File: src/rtl/tick_wdog_pkg.sv
`timescale 1ns/1ps
package tick_wdog_pkg;
  localparam int CNT_W   = 20;
  localparam int RES_W   = 4;
  localparam int RES_LSB = 20;
  localparam int RST_BIT = 26;
  localparam int RUN_BIT = 27;
  localparam int BSY_BIT = 28;
  localparam logic [31:0] WR_MASK = 32'h0CFF_FFFF;

  typedef struct packed {
    logic             loadDone;
    logic             busy;
    logic             runEn;
    logic             rstEn;
    logic [RES_W-1:0] res;
    logic [CNT_W-1:0] reload;
  } ctrlStrobes_t;
endpackage

File: src/rtl/tick_wdog_ctrl.sv
`timescale 1ns/1ps
module tick_wdog_ctrl
  import tick_wdog_pkg::*;
#(
  parameter int ADDR_W      = 3,
  parameter int LOAD_CYCLES = 4
) (
  input  logic              clk,
  input  logic              rstN,
  input  logic [ADDR_W-1:0] busAddr,
  input  logic              busWe,
  input  logic [31:0]       busWdata,
  input  logic [CNT_W-1:0]  liveCount,
  output ctrlStrobes_t      strobes,
  output logic [31:0]       busRdata
);
  localparam int LW = $clog2(LOAD_CYCLES + 1);
  localparam logic [ADDR_W-1:0] CTRL_OFS  = ADDR_W'(0);
  localparam logic [ADDR_W-1:0] COUNT_OFS = ADDR_W'(4);
  localparam logic [LW-1:0] LOAD_INIT = LW'(LOAD_CYCLES);

  logic [31:0]   ctrlQ;
  logic [LW-1:0] loadLeft;
  logic          busy;
  logic          wrAccept;

  assign busy     = (loadLeft != '0);
  assign wrAccept = busWe && (busAddr == CTRL_OFS) && !busy;

  always_ff @(posedge clk) begin
    if (!rstN) begin
      ctrlQ    <= '0;
      loadLeft <= '0;
    end else if (wrAccept) begin
      ctrlQ    <= busWdata & WR_MASK;
      loadLeft <= LOAD_INIT;
    end else if (busy) begin
      loadLeft <= loadLeft - LW'(1);
    end
  end

  always_comb begin
    strobes.loadDone = (loadLeft == LW'(1));
    strobes.busy     = busy;
    strobes.runEn    = ctrlQ[RUN_BIT];
    strobes.rstEn    = ctrlQ[RST_BIT];
    strobes.res      = ctrlQ[RES_LSB +: RES_W];
    strobes.reload   = ctrlQ[CNT_W-1:0];
  end

  always_comb begin
    busRdata = '0;
    if (busAddr == CTRL_OFS) begin
      busRdata          = ctrlQ;
      busRdata[BSY_BIT] = busy;
    end else if (busAddr == COUNT_OFS) begin
      busRdata[CNT_W-1:0] = liveCount;
    end
  end
endmodule

File: src/rtl/tick_wdog_prescaler.sv
`timescale 1ns/1ps
module tick_wdog_prescaler
  import tick_wdog_pkg::*;
#(
  parameter int REF_HZ = 32768
) (
  input  logic             clk,
  input  logic             rstN,
  input  logic             restart,
  input  logic             run,
  input  logic [RES_W-1:0] res,
  output logic             tick
);
  localparam int PRE_W = (REF_HZ > 1) ? $clog2(REF_HZ + 1) : 1;
  localparam logic [PRE_W-1:0] REF_V = PRE_W'(REF_HZ);

  logic [PRE_W-1:0] preCnt;
  logic [PRE_W-1:0] shifted;
  logic [PRE_W-1:0] lastStep;

  assign shifted  = REF_V >> res;
  assign lastStep = (shifted == '0) ? '0 : shifted - PRE_W'(1);
  assign tick     = run && (preCnt >= lastStep);

  always_ff @(posedge clk) begin
    if (!rstN || restart) begin
      preCnt <= '0;
    end else if (run) begin
      preCnt <= tick ? '0 : preCnt + PRE_W'(1);
    end
  end
endmodule

File: src/rtl/tick_wdog_datapath.sv
`timescale 1ns/1ps
module tick_wdog_datapath
  import tick_wdog_pkg::*;
#(
  parameter int REF_HZ = 32768
) (
  input  logic             clk,
  input  logic             rstN,
  input  ctrlStrobes_t     strobes,
  output logic [CNT_W-1:0] liveCount,
  output logic             resetReq
);
  logic running;
  logic tick;

  assign running = strobes.runEn && !strobes.busy;

  tick_wdog_prescaler #(.REF_HZ(REF_HZ)) u_pre (
    .clk     (clk),
    .rstN    (rstN),
    .restart (strobes.loadDone),
    .run     (running),
    .res     (strobes.res),
    .tick    (tick)
  );

  always_ff @(posedge clk) begin
    if (!rstN) begin
      liveCount <= '0;
    end else if (strobes.loadDone) begin
      liveCount <= strobes.reload;
    end else if (tick && (liveCount != '0)) begin
      liveCount <= liveCount - CNT_W'(1);
    end
  end

  always_ff @(posedge clk) begin
    if (!rstN) begin
      resetReq <= 1'b0;
    end else if (running && strobes.rstEn && (liveCount == '0)) begin
      resetReq <= 1'b1;
    end
  end
endmodule

File: src/rtl/tick_watchdog.sv
`timescale 1ns/1ps
module tick_watchdog
  import tick_wdog_pkg::*;
#(
  parameter int ADDR_W      = 3,
  parameter int REF_HZ      = 32768,
  parameter int LOAD_CYCLES = 4
) (
  input  logic              clk,
  input  logic              rstN,
  input  logic [ADDR_W-1:0] busAddr,
  input  logic              busWe,
  input  logic [31:0]       busWdata,
  output logic [31:0]       busRdata,
  output logic              resetReq
);
  ctrlStrobes_t     strobes;
  logic [CNT_W-1:0] liveCount;

  tick_wdog_ctrl #(.ADDR_W(ADDR_W), .LOAD_CYCLES(LOAD_CYCLES)) u_ctrl (
    .clk       (clk),
    .rstN      (rstN),
    .busAddr   (busAddr),
    .busWe     (busWe),
    .busWdata  (busWdata),
    .liveCount (liveCount),
    .strobes   (strobes),
    .busRdata  (busRdata)
  );

  tick_wdog_datapath #(.REF_HZ(REF_HZ)) u_dp (
    .clk       (clk),
    .rstN      (rstN),
    .strobes   (strobes),
    .liveCount (liveCount),
    .resetReq  (resetReq)
  );
endmodule

File: config.mk
export PLATFORM = sky130hd
export DESIGN_NAME = tick_watchdog
export DESIGN_NICKNAME = d
export VERILOG_FILES = /design/src/rtl/tick_wdog_pkg.sv /design/src/rtl/tick_wdog_ctrl.sv /design/src/rtl/tick_wdog_prescaler.sv /design/src/rtl/tick_wdog_datapath.sv /design/src/rtl/tick_watchdog.sv
export SDC_FILE = /design/constraint.sdc
export NUM_CORES = 1
export LEC_CHECK = 0
export ABC_AREA = 1
export BUFFER_PORTS_ARGS = -buffer_cell sky130_fd_sc_hd__buf_4
export CAP_MARGIN = 20
export CORE_MARGIN = 2
export CORE_UTILIZATION = 50
export CTS_CLUSTER_SIZE = 28
export DETAILED_ROUTE_END_ITERATION = 6
export PLACE_DENSITY = 0.71
export RECOVER_POWER = 25
export SLEW_MARGIN = 10
export SYNTH_ARGS = -nofsm -noshare
export SYNTH_HDL_FRONTEND = slang
export SYNTH_HIERARCHICAL = 1
export SYNTH_SLANG_ARGS = --single-unit
File: constraint.sdc
create_clock -name clk -period 5.09 [get_ports clk]
set_clock_uncertainty 0.1 [all_clocks]
set_input_delay 0.2545 -clock clk [delete_from_list [all_inputs] [get_ports clk]]
set_output_delay 0.2545 -clock clk [all_outputs]
set_load 0.1 [all_outputs]
==> impl_metrics.env, run 1 <==
export IMPL_die_y_um=101.1
export IMPL_p_sw_frac=0.4302
export IMPL_fillers=931
export IMPL_relSlewSlack=-0.6461
export IMPL_violations="max-capacitance violations, max-slew violations"
export IMPL_drtAntennaViolNets=0
export IMPL_dieWidth_um=101.1
export IMPL_place_gp_congestion=0.8694
export IMPL_ioPinCount=71
export IMPL_cts_buffers=9
export IMPL_rsz0062_at_grt="no"
export IMPL_r2r_cells=24
export IMPL_synth_top_area_share=0.2804
export IMPL_slowest_stage="nor2_1"
export IMPL_dieArea_um2=10220
export IMPL_r2r_end="u_dp/liveCount[8]"
export IMPL_grt_pass1_wl_um=18750
export IMPL_crit_chain="buf_4, nor2_1, nand2_2, nor2_4, inv_1, a21boi_0"
export IMPL_ys_warnings_count=6
export IMPL_drive_gt1_frac=0.1283
export IMPL_ctsResizeCount=0
export IMPL_avgSynthCellArea_um2=6.249
export IMPL_cap_violations=1
export IMPL_dp_cells=898
export IMPL_async_flop_share=0
export IMPL_synth_top_cells_by_count="nand2_1 (198), nor2_1 (142), inv_1 (85), nand3_1 (76), dfxtp_1 (66)"
export IMPL_grt_pass1_vias=4080
export IMPL_finalSetupViolations=0
export IMPL_crit_path_start_kind="input port"
export IMPL_wl_met1_um=5669
export IMPL_tritoncts="built"
export IMPL_status="finished with violations"
export IMPL_postCtsHoldBufs=0
export IMPL_viasPerCell=5.186
export IMPL_syn_inst=754
export IMPL_synth_area_top_cells="dfxtp_1 (28%), nand2_1 (16%), nor2_1 (11%), nand3_1 (8.1%), inv_1 (6.8%)"
export IMPL_r2r_start="u_ctrl/ctrlQ[22]"
export IMPL_drc=0
export IMPL_final_net_count=860
export IMPL_crit_required_ns=5.23
export IMPL_synthesis_area_um2=4712
export IMPL_max_stage_delay_ns=1.79
export IMPL_clock_sinks=66
export IMPL_dpl_hpwl_um=8395
export IMPL_ir_drop_mv=0.2039
export IMPL_pre_cts_ws_ns=1.440
export IMPL_p_sw_mw=1.006
export IMPL_critPathArrivalTime_ns=4.01
export IMPL_synth_top_cell_by_area="dfxtp_1"
export IMPL_tns_ns=0
export IMPL_fin_cells=914
export IMPL_period_share=0.7599
export IMPL_crit_type="input port to register"
export IMPL_slew_viol_final=42
export IMPL_max_freq_mhz=258.6
export IMPL_drt_total_wl_um=11550
export IMPL_total_power_mw=2.338
export IMPL_cp_max_fo=53
export IMPL_clock_latency_ns=0.33
export IMPL_detail_route_wl_per_cell_um=12.64
export IMPL_reg2reg_slack_ns=1.39
export IMPL_clk_pin_slew_ns=0.08
export IMPL_ctsLongestPathBuffers=2
export IMPL_rows=35
export IMPL_end_kind="register"
export IMPL_root_buffer="clkbuf_8"
export IMPL_vias=4740
export IMPL_initial_utilization=0.5124
export IMPL_postCtsSetupRepairBufs=0
export IMPL_p_leak_nw=2.623
export IMPL_worst_hold_path_type="input port to register"
export IMPL_dr_wl_met3_um=887
export IMPL_power_frac_comb=0.467
export IMPL_first_pass_iters=6
export IMPL_ys_seq_area_frac=0.2804
export IMPL_seqPwrFrac=0.279
export IMPL_synth_edf_count=0
export IMPL_overflow=0
export IMPL_core_area_um2=9196
export IMPL_grt_max_degree=54
export IMPL_top_layer_used="met4"
export IMPL_hold_viol=0
export IMPL_portBuffers=59
export IMPL_htree_levels=3
export IMPL_yosysMostFrequentCell="nand2_1"
export IMPL_p_clk_frac=0.254
export IMPL_tightest_slew_ns=2.460
export IMPL_fin_ws_ns=1.222
export IMPL_drt_iter0_markers=387
export IMPL_syn2layout_area_growth_pct=12.90
export IMPL_power_density_nw_per_um2=439.4
export IMPL_synth_main_ff_cell="dfxtp_1"
export IMPL_intPower_mw=1.332
export IMPL_met2_length_um=4875
export IMPL_ys_seq_elements=66
export IMPL_crit_path_end="u_ctrl/loadLeft[2]"
export IMPL_crit_path_start="busAddr[0]"
export IMPL_antenna_cells=0
export IMPL_track_usage=0.2284
export IMPL_synth_cell_types=41
export IMPL_antenna_found_initial=0
export IMPL_fin_crit_ns=3.868
## cell type report
class / instances / area (um2) / area share
clock buffers: 9 / 123.9 / 0.02328
clock inverters: 7 / 141.4 / 0.02658
inverters: 89 / 339.1 / 0.06373
multi-input cells: 572 / 2880 / 0.5414
flip-flops and latches: 66 / 1321 / 0.2484
well taps: 111 / 138.9 / 0.02611
repair buffers: 60 / 375.4 / 0.07056
## per-layer routing
layer  vias up  global-route usage
met4         0             0.05613
met1      2125              0.3378
met5         -                   0
li1       2435                   -
met3        12             0.04161
met2       168              0.3423
## kinds of logic (layout without fill, tap and decap cells)
| family | count (synthesis) | after routing | synth area share |
|---|---|---|---|
| xor+xnor | 18 | 18 | 0.03346 |
| other cells | 2 | 6 | 0.001594 |
| compound gates | 49 | 49 | 0.05842 |
| simple gates | 474 | 474 | 0.4503 |
| fa+ha+maj | 24 | 24 | 0.06373 |
| flops | 66 | 66 | 0.2804 |
| buf+inv | 120 | 165 | 0.1099 |
| mux | 1 | 1 | 0.002124 |
## power by group through the flow
stage | combinational [mW] | clock, mW | sequential (mW)
3_3_place_gp | 1.06 | 0 | 0.659
4_1_cts | 1.09 | 0.600 | 0.650
6_report | 1.09 | 0.593 | 0.653
3_5_place_dp | 1.08 | 0 | 0.662
2_1_floorplan | 0.922 | 0 | 0.639
5_1_grt | 1.24 | 0.622 | 0.661
## cell usage in the layout, fill, tap and decap left out, drive strengths merged
master / count
o221ai: 1
nand4: 6
or2: 6
and2: 1
clkinv: 4
nand2: 209
clkinvlp: 1
o21bai: 1
buf: 40
nor3: 9
a211o: 1
xnor2: 4
mux2i: 1
inv: 87
bufinv: 4
a21boi: 1
clkbuf: 29
xor2: 14
o211ai: 2
o21ai: 20
ha: 24
o22ai: 1
a21oi: 22
nand3b: 3
conb: 6
dfxtp: 66
nand3: 81
nor2: 159
## flip-flops by register name (all words and copies together), names as in the netlist
register,flops
u_dp/u_pre/preCnt,16
u_dp/liveCount,20
u_dp/resetReq,1
u_ctrl/ctrlQ,26
u_ctrl/loadLeft,3
## through the flow
stage	utilization	hold WS, ns	cell area [um2]
2_1_floorplan	-	0.2521	4727
5_1_grt	0.5785	0.1120	5320
3_5_place_dp	0.5586	0.3685	5137
4_1_cts	0.5875	0.1038	5403
3_3_place_gp	0.5586	0.3578	5137
6_report	0.5785	0.1072	5320
## how the worst min path moves through the flow
stage	startpoint	end	slack [ns]	cells past startpoint
floorplan	rstN	u_dp/liveCount[18]	0.25	2
global placement	u_dp/resetReq	u_dp/resetReq	0.36	2
detailed placement	u_dp/resetReq	u_dp/resetReq	0.37	2
CTS	busWdata[22]	u_ctrl/ctrlQ[22]	0.10	5
global route	busWdata[22]	u_ctrl/ctrlQ[22]	0.11	5
finish	busWdata[14]	u_ctrl/ctrlQ[14]	0.11	5
## critical path: cells and delay by family
family | cells | cell delay (ns)
simple gates | 3 | 3.28
buf+inv | 2 | 0.25
compound gates | 1 | 0.22
No activity file was read; power rests on OpenSTA's default activity.
==> inputs of run 2 (changes only) <==
--- a/config.mk
+++ b/config.mk
@@ -5,14 +5,14 @@
 export SDC_FILE = /design/constraint.sdc
 export NUM_CORES = 1
 export LEC_CHECK = 0
-export ABC_AREA = 1
+export ABC_AREA = 0
 export BUFFER_PORTS_ARGS = -buffer_cell sky130_fd_sc_hd__buf_4
 export CAP_MARGIN = 20
 export CORE_MARGIN = 2
 export CORE_UTILIZATION = 50
 export CTS_CLUSTER_SIZE = 28
 export DETAILED_ROUTE_END_ITERATION = 6
-export PLACE_DENSITY = 0.71
+export PLACE_DENSITY = 0.72
 export RECOVER_POWER = 25
 export SLEW_MARGIN = 10
 export SYNTH_ARGS = -nofsm -noshare
==> constraint.sdc (replaced) <==
create_clock -name clk -period 4 [get_ports clk]
set_clock_uncertainty 0.1 [all_clocks]
set_input_delay 0.2 -clock clk [delete_from_list [all_inputs] [get_ports clk]]
set_output_delay 0.2 -clock clk [all_outputs]
set_load 0.1 [all_outputs]
==> impl_metrics.env, run 2 <==
export IMPL_status="finished clean"
export IMPL_final_net_count=630
export IMPL_reg2reg_slack_ns=0.17
export IMPL_gr_usage_met1=0.2845
export IMPL_top_register="u_ctrl/ctrlQ"
export IMPL_drtAntennaViolNets=0
export IMPL_ioPinCount=71
export IMPL_grt_max_degree=77
export IMPL_crit_path_end="u_dp/liveCount[9]"
export IMPL_total_power_mw=2.264
export IMPL_crit_path_start="u_ctrl/ctrlQ[22]"
export IMPL_p_leak_nw=1.973
export IMPL_crit_required_ns=4.13
export IMPL_cap_violations=0
export IMPL_synth_main_ff_cell="dfxtp_1"
export IMPL_synth_top_cells_by_count="nand2_1 (77), dfxtp_1 (66), a21oi_1 (39), o21ai_0 (30), mux2i_1 (27)"
export IMPL_fin_crit_ns=3.833
export IMPL_dieArea_um2=9043
export IMPL_worst_hold_path_type="input port to register"
export IMPL_hold_path_depth=3
export IMPL_portBuffers=59
export IMPL_drt_iter0_markers=167
export IMPL_grtUsageMet2=0.3732
export IMPL_drt_total_wl_um=9596
export IMPL_ir_drop_mv=0.3067
export IMPL_drive_gt1_frac=0.2077
export IMPL_syn2layout_area_growth_pct=22.95
export IMPL_finalSetupViolations=0
export IMPL_ctsLongestPathBuffers=2
export IMPL_cp_max_fo=6
export IMPL_die_y_um=95.10
export IMPL_end_kind="register"
export IMPL_power_density_nw_per_um2=443.9
export IMPL_ys_seq_area_frac=0.3185
export IMPL_viasPerCell=5.516
export IMPL_async_flop_share=0
export IMPL_track_usage=0.2201
export IMPL_critPathArrivalTime_ns=3.96
export IMPL_antenna_found_initial=0
export IMPL_slew_viol_final=0
export IMPL_place_gp_congestion=0.8837
export IMPL_crit_path_start_kind="register"
export IMPL_crit_type="register to register"
export IMPL_htree_levels=3
export IMPL_r2r_start="u_ctrl/ctrlQ[22]"
export IMPL_final_cell_mix="nand2_1 (74), dfxtp_1 (62), buf_4 (52), a21oi_1 (38), o21ai_0 (29)"
export IMPL_dp_cells=640
export IMPL_clk_pin_slew_ns=0.07
export IMPL_yosysMostFrequentCell="nand2_1"
export IMPL_fin_cells=678
export IMPL_ys_seq_elements=66
export IMPL_grt_busiest_layer="met2"
export IMPL_core_area_um2=8134
export IMPL_relSlewSlack=0.1011
export IMPL_tightest_slew_ns=1.348
export IMPL_first_pass_iters=5
export IMPL_r2r_cells=16
export IMPL_ys_warnings_count=6
export IMPL_detail_route_wl_per_cell_um=14.15
export IMPL_synth_cell_types=61
export IMPL_hold_start="busWdata[22]"
export IMPL_hold_viol=0
export IMPL_initial_utilization=0.5101
export IMPL_dieWidth_um=95.10
export IMPL_max_freq_mhz=260.9
export IMPL_drc=0
export IMPL_root_buffer="clkbuf_8"
export IMPL_largest_reg_flops=26
export IMPL_clock_sinks=66
export IMPL_cts_buffers=9
export IMPL_grt_use_met3=0.04822
export IMPL_grt_pass1_vias=3504
export IMPL_period_share=0.9582
export IMPL_final_common_cell="nand2_1"
export IMPL_antenna_cells=0
export IMPL_top_regs="u_ctrl/ctrlQ (26), u_dp/liveCount (20), u_dp/u_pre/preCnt (16)"
export IMPL_synth_edf_count=0
export IMPL_overflow=0
export IMPL_synthesis_area_um2=4149
export IMPL_tritoncts="built"
export IMPL_avgSynthCellArea_um2=8.399
export IMPL_rows=33
export IMPL_synth_top_area_share=0.3185
export IMPL_vias=3740
export IMPL_dpl_hpwl_um=6549
export IMPL_grt_pass1_wl_um=15960
export IMPL_r2r_end="u_dp/liveCount[9]"
export IMPL_clock_latency_ns=0.35
export IMPL_synth_area_top_cells="dfxtp_1 (32%), ha_1 (7.2%), nand2_1 (7.0%), mux2i_1 (6.5%), xnor2_1 (5.1%)"
export IMPL_synth_top_cell_by_area="dfxtp_1"
export IMPL_syn_inst=494
==> run 2: worst min-delay path by stage <==
stage | endpoint | slack [ns]
after global placement | u_ctrl/ctrlQ[27] | 0.35
final | u_ctrl/ctrlQ[22] | 0.007
after global routing | u_ctrl/ctrlQ[21] | 0.003
after detailed placement | u_dp/resetReq | 0.36
after floorplan | u_dp/liveCount[3] | 0.24
after CTS | u_ctrl/ctrlQ[22] | 0.0008
==> run 2: cells by family after synthesis <==
| kind of cell | count (synthesis) | synth area share |
|---|---|---|
| and+or+nand+nor | 184 | 0.2376 |
| AOI/OAI and AO/OA | 111 | 0.1773 |
| DFF | 66 | 0.3185 |
| buffers and inverters | 47 | 0.05699 |
| xor gates and xnor gates | 32 | 0.06755 |
| muxes | 28 | 0.06785 |
| adders and majority gates | 24 | 0.07238 |
| other | 2 | 0.001810 |
==> run 2: per-stage QoR <==
stage               instance area, um2  setup slack (ns)  hold slack [ns]    util  setup TNS, ns
floorplan                         4187          0.008486           0.2384       -              0
global placement                  4668            0.2098           0.3502  0.5739              0
detailed placement                4668            0.1665           0.3632  0.5739              0
CTS                               5029            0.1142        0.0007611  0.6182              0
global route                      5101          -0.05368         0.003384  0.6271       -0.06910
finish                            5101            0.1672         0.006613  0.6271              0
==> run 2: power breakdown <==
group          leakage, nW  switching, mW  internal (mW)
clock network       0.0962          0.276          0.292
registers            0.538          0.123          0.750
logic                 1.34          0.532          0.291
total                 1.97          0.932           1.33
==> run 2: layout make-up <==
| cell class | instances | area [um2] |
|---|---|---|
| clock buffer | 9 | 123.9 |
| tap | 105 | 131.4 |
| fill | 709 | 3033 |
| sequential | 66 | 1329 |
| timing repair buffer | 94 | 669.4 |
| inverter | 12 | 45.04 |
| multi-input combinational | 385 | 2726 |
| clock inverter | 7 | 76.32 |
==> run 2: timing repair <==
action	CTS	global route
resized for setup	0	28
hold endpoints to repair	16	1
endpoints found under the setup margin	0	15
hold buffers	16	1
buffers inserted	0	5
==> run 2: critical path, stage by stage, from the launching register on <==
cell      delay, ns
dfxtp_2        0.33
and2_4         0.17
nand3b_1       0.19
ha_4           0.24
buf_6          0.13
xnor2_1        0.11
o22a_1         0.21
ha_4           0.29
nand4_1        0.16
nor3_4         0.27
o311ai_4       0.14
a31oi_4        0.25
nor4b_4        0.29
or4b_4         0.50
a21oi_2        0.13
xnor2_1        0.13
a21oi_1        0.07
==> run 2: layer usage <==
| metal | share of wire | wire length (um) | vias up |
|---|---|---|---|
| li1 | - | - | 1880 |
| met1 | 0.45 | 4310 | 1772 |
| met2 | 0.50 | 4823 | 79 |
| met3 | 0.039 | 372 | 9 |
| met4 | 0.0094 | 90 | 0 |
| met5 | 0 | 0 | - |
